===== config.mk =====
export PLATFORM = sky130hd
export DESIGN_NAME = frame_serial_port
export DESIGN_NICKNAME = d
export VERILOG_FILES = /design/src/rtl/fsp_pkg.sv /design/src/rtl/fsp_ctrl.sv /design/src/rtl/fsp_datapath.sv /design/src/rtl/frame_serial_port.sv
export SDC_FILE = /design/constraint.sdc
export NUM_CORES = 1
export LEC_CHECK = 0
export BUFFER_PORTS_ARGS = -buffer_cell sky130_fd_sc_hd__buf_2
export CORE_MARGIN = 2
export CORE_UTILIZATION = 55
export DETAILED_ROUTE_END_ITERATION = 8
export GPL_ROUTABILITY_DRIVEN = 0
export GPL_TIMING_DRIVEN = 0
export PLACE_DENSITY = 0.77
export SKIP_CTS_REPAIR_TIMING = 1
export SKIP_LAST_GASP = 1
export SLEW_MARGIN = 20
export SYNTH_ARGS = -nofsm -noshare
export SYNTH_HDL_FRONTEND = slang
export SYNTH_SLANG_ARGS = --single-unit

===== constraint.sdc =====
create_clock -name clk -period 2 [get_ports clk]
set_input_delay 0.4 -clock clk [delete_from_list [all_inputs] [get_ports clk]]
set_output_delay 0.4 -clock clk [all_outputs]
set_load 0.005 [all_outputs]

===== src/rtl/fsp_pkg.sv =====
package fsp_pkg;

  typedef enum logic [1:0] {
    MODE_DIRECT  = 2'd0,
    MODE_GEN2X   = 2'd1,
    MODE_LOWRATE = 2'd2,
    MODE_GENALT  = 2'd3
  } fsp_mode_e;

  typedef struct packed {
    logic load;
    logic shift;
  } fsp_strobe_t;

endpackage


===== src/rtl/fsp_ctrl.sv =====
module fsp_ctrl
  import fsp_pkg::*;
#(
  parameter int WORD_W = 16,
  parameter int RATIO  = 128
) (
  input  logic        clk,
  input  logic        rstN,
  input  fsp_mode_e   modeSel,
  input  logic        oeN,
  input  logic        pendValid,
  output fsp_strobe_t strb,
  output logic        bitClk,
  output logic        txActive
);
  localparam int PER_STD = 2 * RATIO;
  localparam int PHASE_W = $clog2(4 * RATIO);
  localparam logic [PHASE_W-1:0] LAST_STD = PHASE_W'(PER_STD - 1);
  localparam logic [PHASE_W-1:0] LAST_LOW = PHASE_W'(2 * PER_STD - 1);
  localparam logic [PHASE_W-1:0] LOAD_PH  = PHASE_W'(2);
  localparam logic [PHASE_W-1:0] END_PH   = PHASE_W'(2 + 2 * WORD_W);

  logic [PHASE_W-1:0] phase;
  logic [PHASE_W-1:0] lastPh;
  logic               busy;

  assign lastPh = (modeSel == MODE_LOWRATE) ? LAST_LOW : LAST_STD;

  always_ff @(posedge clk) begin
    if (!rstN && modeSel == MODE_DIRECT) phase <= '0;
    else if (phase == lastPh)           phase <= '0;
    else                                phase <= phase + 1'b1;
  end

  always_comb begin
    strb.load  = rstN && !oeN && !busy && pendValid && (phase == LOAD_PH);
    strb.shift = busy && !oeN && !phase[0] && (phase != END_PH);
  end

  always_ff @(posedge clk) begin
    if (!rstN)                               busy <= 1'b0;
    else if (busy && (oeN || phase == END_PH)) busy <= 1'b0;
    else if (strb.load)                      busy <= 1'b1;
  end

  assign bitClk   = phase[0];
  assign txActive = busy && rstN;
endmodule


===== src/rtl/fsp_datapath.sv =====
module fsp_datapath
  import fsp_pkg::*;
#(
  parameter int WORD_W = 16
) (
  input  logic              clk,
  input  logic              rstN,
  input  logic [WORD_W-1:0] wordIn,
  input  logic              wordValid,
  input  fsp_strobe_t       strb,
  output logic              pendValid,
  output logic              serBit
);
  logic [WORD_W-1:0] holdWord;
  logic [WORD_W-1:0] shiftReg;

  always_ff @(posedge clk) begin
    if (!rstN)          pendValid <= 1'b0;
    else if (wordValid) pendValid <= 1'b1;
    else if (strb.load) pendValid <= 1'b0;
  end

  always_ff @(posedge clk) begin
    if (wordValid) holdWord <= wordIn;
  end

  always_ff @(posedge clk) begin
    if (strb.load)       shiftReg <= holdWord;
    else if (strb.shift) shiftReg <= {shiftReg[WORD_W-2:0], 1'b0};
  end

  assign serBit = shiftReg[WORD_W-1];
endmodule


===== src/rtl/frame_serial_port.sv =====
module frame_serial_port
  import fsp_pkg::*;
#(
  parameter int WORD_W = 16,
  parameter int RATIO  = 128
) (
  input  logic              clk,
  input  logic              rstN,
  input  logic [1:0]        mode,
  input  logic              oeN,
  input  logic [WORD_W-1:0] wordIn,
  input  logic              wordValid,
  output logic              sdo,
  output logic              sclk,
  output logic              frameN,
  output logic              outEn
);
  fsp_strobe_t strb;
  logic        pendValid;
  logic        txActive;
  logic        serBit;
  fsp_mode_e   modeSel;

  assign modeSel = fsp_mode_e'(mode);

  fsp_ctrl #(.WORD_W(WORD_W), .RATIO(RATIO)) u_ctrl (
    .clk(clk), .rstN(rstN), .modeSel(modeSel), .oeN(oeN),
    .pendValid(pendValid), .strb(strb), .bitClk(sclk), .txActive(txActive)
  );

  fsp_datapath #(.WORD_W(WORD_W)) u_dp (
    .clk(clk), .rstN(rstN), .wordIn(wordIn), .wordValid(wordValid),
    .strb(strb), .pendValid(pendValid), .serBit(serBit)
  );

  assign frameN = !txActive;
  assign sdo    = txActive ? serBit : 1'b0;
  assign outEn  = !oeN;
endmodule


==> flow_summary.json <==
{
  "viasPerCell": 5.20,
  "clockBufferDepth": 2,
  "clock_skew_ps": 4.89,
  "avgSynthCellArea_um2": 15.4,
  "via_count": 982,
  "ys.flop_type": "edfxtp_1",
  "total_power_mw": 1.67,
  "end_kind": "flop",
  "rsz0062_at_grt": "false",
  "maxSlewViolCount": 0,
  "p_switching_mw": 0.418,
  "synth-edff-count": 32,
  "syn_to_final_growth_pct": 14.0,
  "drc": 0,
  "grt_max_degree": 18,
  "diodes": 0,
  "p_leak_nw": 0.779,
  "synth_fp_nets": 136,
  "hpwl_um": 1890,
  "period_minus_slack_ps": 1890,
  "critical_path_class": "reg2reg",
  "critPathBufInv": 1,
  "placed_cells": 181,
  "grt_usage_pct": 17.2,
  "portBuffers": 25,
  "async_flop_share_pct": 0,
  "layout_commonest_cell": "edfxtp_1",
  "fin_nets": 168,
  "path_cells": "nor4_1 > and3_2 > nand3_4 > buf_6 > mux2_4",
  "synth_cells": 112,
  "drt_wl_total_um": 2690,
  "drt_iter0_markers": 21,
  "grt_pass1_vias": 965,
  "firstDrtPassIters": 4,
  "crit_fanout": 10,
  "busiest_layer": "met2",
  "hold_viol_final": 0,
  "setup.worst_path.start_class": "flop",
  "maxCapViolCount": 0,
  "layout_common_cells": "edfxtp_1, buf_2, dfxtp_1",
  "ys_seq_area_share_pct": 68.3,
  "grt_overflow": 0,
  "drive_gt1_share_pct": 31.7,
  "required_ps": 2110,
  "min_period_over_period_pct": 94.3,
  "clkPwrFrac_pct": 24.3,
  "r2r_slack_ps": 110,
  "fin_util_pct": 65.1,
  "syn-cell-area_um2": 1730,
  "die_h_um": 60.1,
  "clk_pin_slew_ps": 120,
  "io-pin-count": 26,
  "postRouteAntennaNets": 0,
  "cts_buffers": 5,
  "globalRouteMet3Util_pct": 6.49,
  "worstPathArrival_ps": 2000,
  "irDropWorstVdd_v": 0.000609,
  "grt_use_met1_pct": 22.4,
  "htreeDepth": 2,
  "die_w_um": 60.1,
  "slew_headroom_pct": 58.2,
  "crit_family": "simple AND/OR/NAND/NOR gates",
  "worst-slew-pin-transition_ps": 622,
  "multi_input_area_um2": 527,
  "hold_path.class": "in2reg",
  "setup_viol": 0,
  "power_frac_seq_pct": 66.3,
  "yosys_warnings": 0,
  "grt_pass1_wl_um": 4300,
  "coreArea_um2": 3030,
  "comb_power_share_pct": 9.4,
  "hold_slack_ps": 218,
  "clock_sinks": 43,
  "p_per_area_nw_per_um2": 846,
  "synth_cell_type_count": 28,
  "clk-insertion-delay-late_ps": 350,
  "status": "finished, final reports clean",
  "wl_per_cell_um": 14.2,
  "cts_tree": "built",
  "regArea_um2": 1180,
  "use_met2_pct": 26.2,
  "dieArea_um2": 3610,
  "num_rows": 20,
  "fillers": 232,
  "antenna_found_initial": 0,
  "setup_tns_ps": 0,
  "critPathMaxStageDelay_ps": 370,
  "ys_ff_latch": 43,
  "root_buffer": "clkbuf_4",
  "fmax_mhz": 531,
  "p_sw_share_pct": 25.1,
  "initial_core_util_pct": 57.1,
  "intPower_mw": 1.25,
  "final_cells": 189,
  "slowest_stage": "dfxtp_1"
}
-- flip-flops by register name, indices dropped and copies added (netlist names) --
| signal | count |
|---|---|
| u_ctrl.phase | 9 |
| u_ctrl.busy | 1 |
| u_dp.shiftReg | 16 |
| u_dp.holdWord | 16 |
| u_dp.pendValid | 1 |
-- power by group through the flow --
stage / clock network [mW] / logic, mW / registers [mW]
3_3_place_gp: 0 / 0.149 / 1.12
4_1_cts: 0.419 / 0.159 / 1.11
5_1_grt: 0.459 / 0.177 / 1.12
2_1_floorplan: 0 / 0.105 / 1.11
6_report: 0.405 / 0.157 / 1.11
3_5_place_dp: 0 / 0.157 / 1.13
-- metrics by stage --
step,area [um^2],setup slack [ps]
after global routing,1970,26.2
after floorplan,1730,289
final,1970,115
after CTS,1960,46.2
after detailed placement,1910,71.4
after global placement,1910,142
-- cell type report --
class,count,area share [%]
sequential,43,59.9
multi-input combinational,63,26.7
timing repair buffer,25,6.35
tap,44,2.79
clock buffer,6,2.09
inverter,5,0.952
clock inverter,2,0.635
buffer,1,0.571
-- logic make-up after synthesis --
family,after synthesis,synth area share (%)
xor gates and xnor gates,6,3.04
AOI/OAI and AO/OA,10,3.69
adders and majority gates,2,1.45
and+or+nand+nor,30,10.1
DFF,43,68.3
muxes,15,11.7
buffers and inverters,6,1.74
-- cell usage after synthesis (3+ instances only) --
library cell,count,area [um^2]
mux2_4,9,135
mux2_1,6,67.6
xnor2_1,4,35.0
dfxtp_1,11,220
nor2_1,10,37.5
a21oi_1,5,25.0
and3_1,3,18.8
inv_1,5,18.8
nand3_1,4,20.0
edfxtp_1,32,961
-- final timing paths --
check                                      to  cells after the start                  startpoint
setup / recovery  u_dp.shiftReg[14]$_DFFE_PP_                      5  u_ctrl.phase[8]$_SDFF_PP0_
hold / removal    u_dp.holdWord[13]$_DFFE_PP_                      1                  wordIn[13]
setup reg to reg  u_dp.shiftReg[14]$_DFFE_PP_                      5  u_ctrl.phase[8]$_SDFF_PP0_
hold reg to reg    u_ctrl.phase[0]$_SDFF_PP0_                      1  u_ctrl.phase[0]$_SDFF_PP0_
-- metal layers --
layer,up-vias,share of wire [%]
li1,481,-
met1,466,47
met2,29,46
met3,6,4.8
met4,0,1.8
met5,-,0
Note: power is estimated with default switching activity, not from simulation.
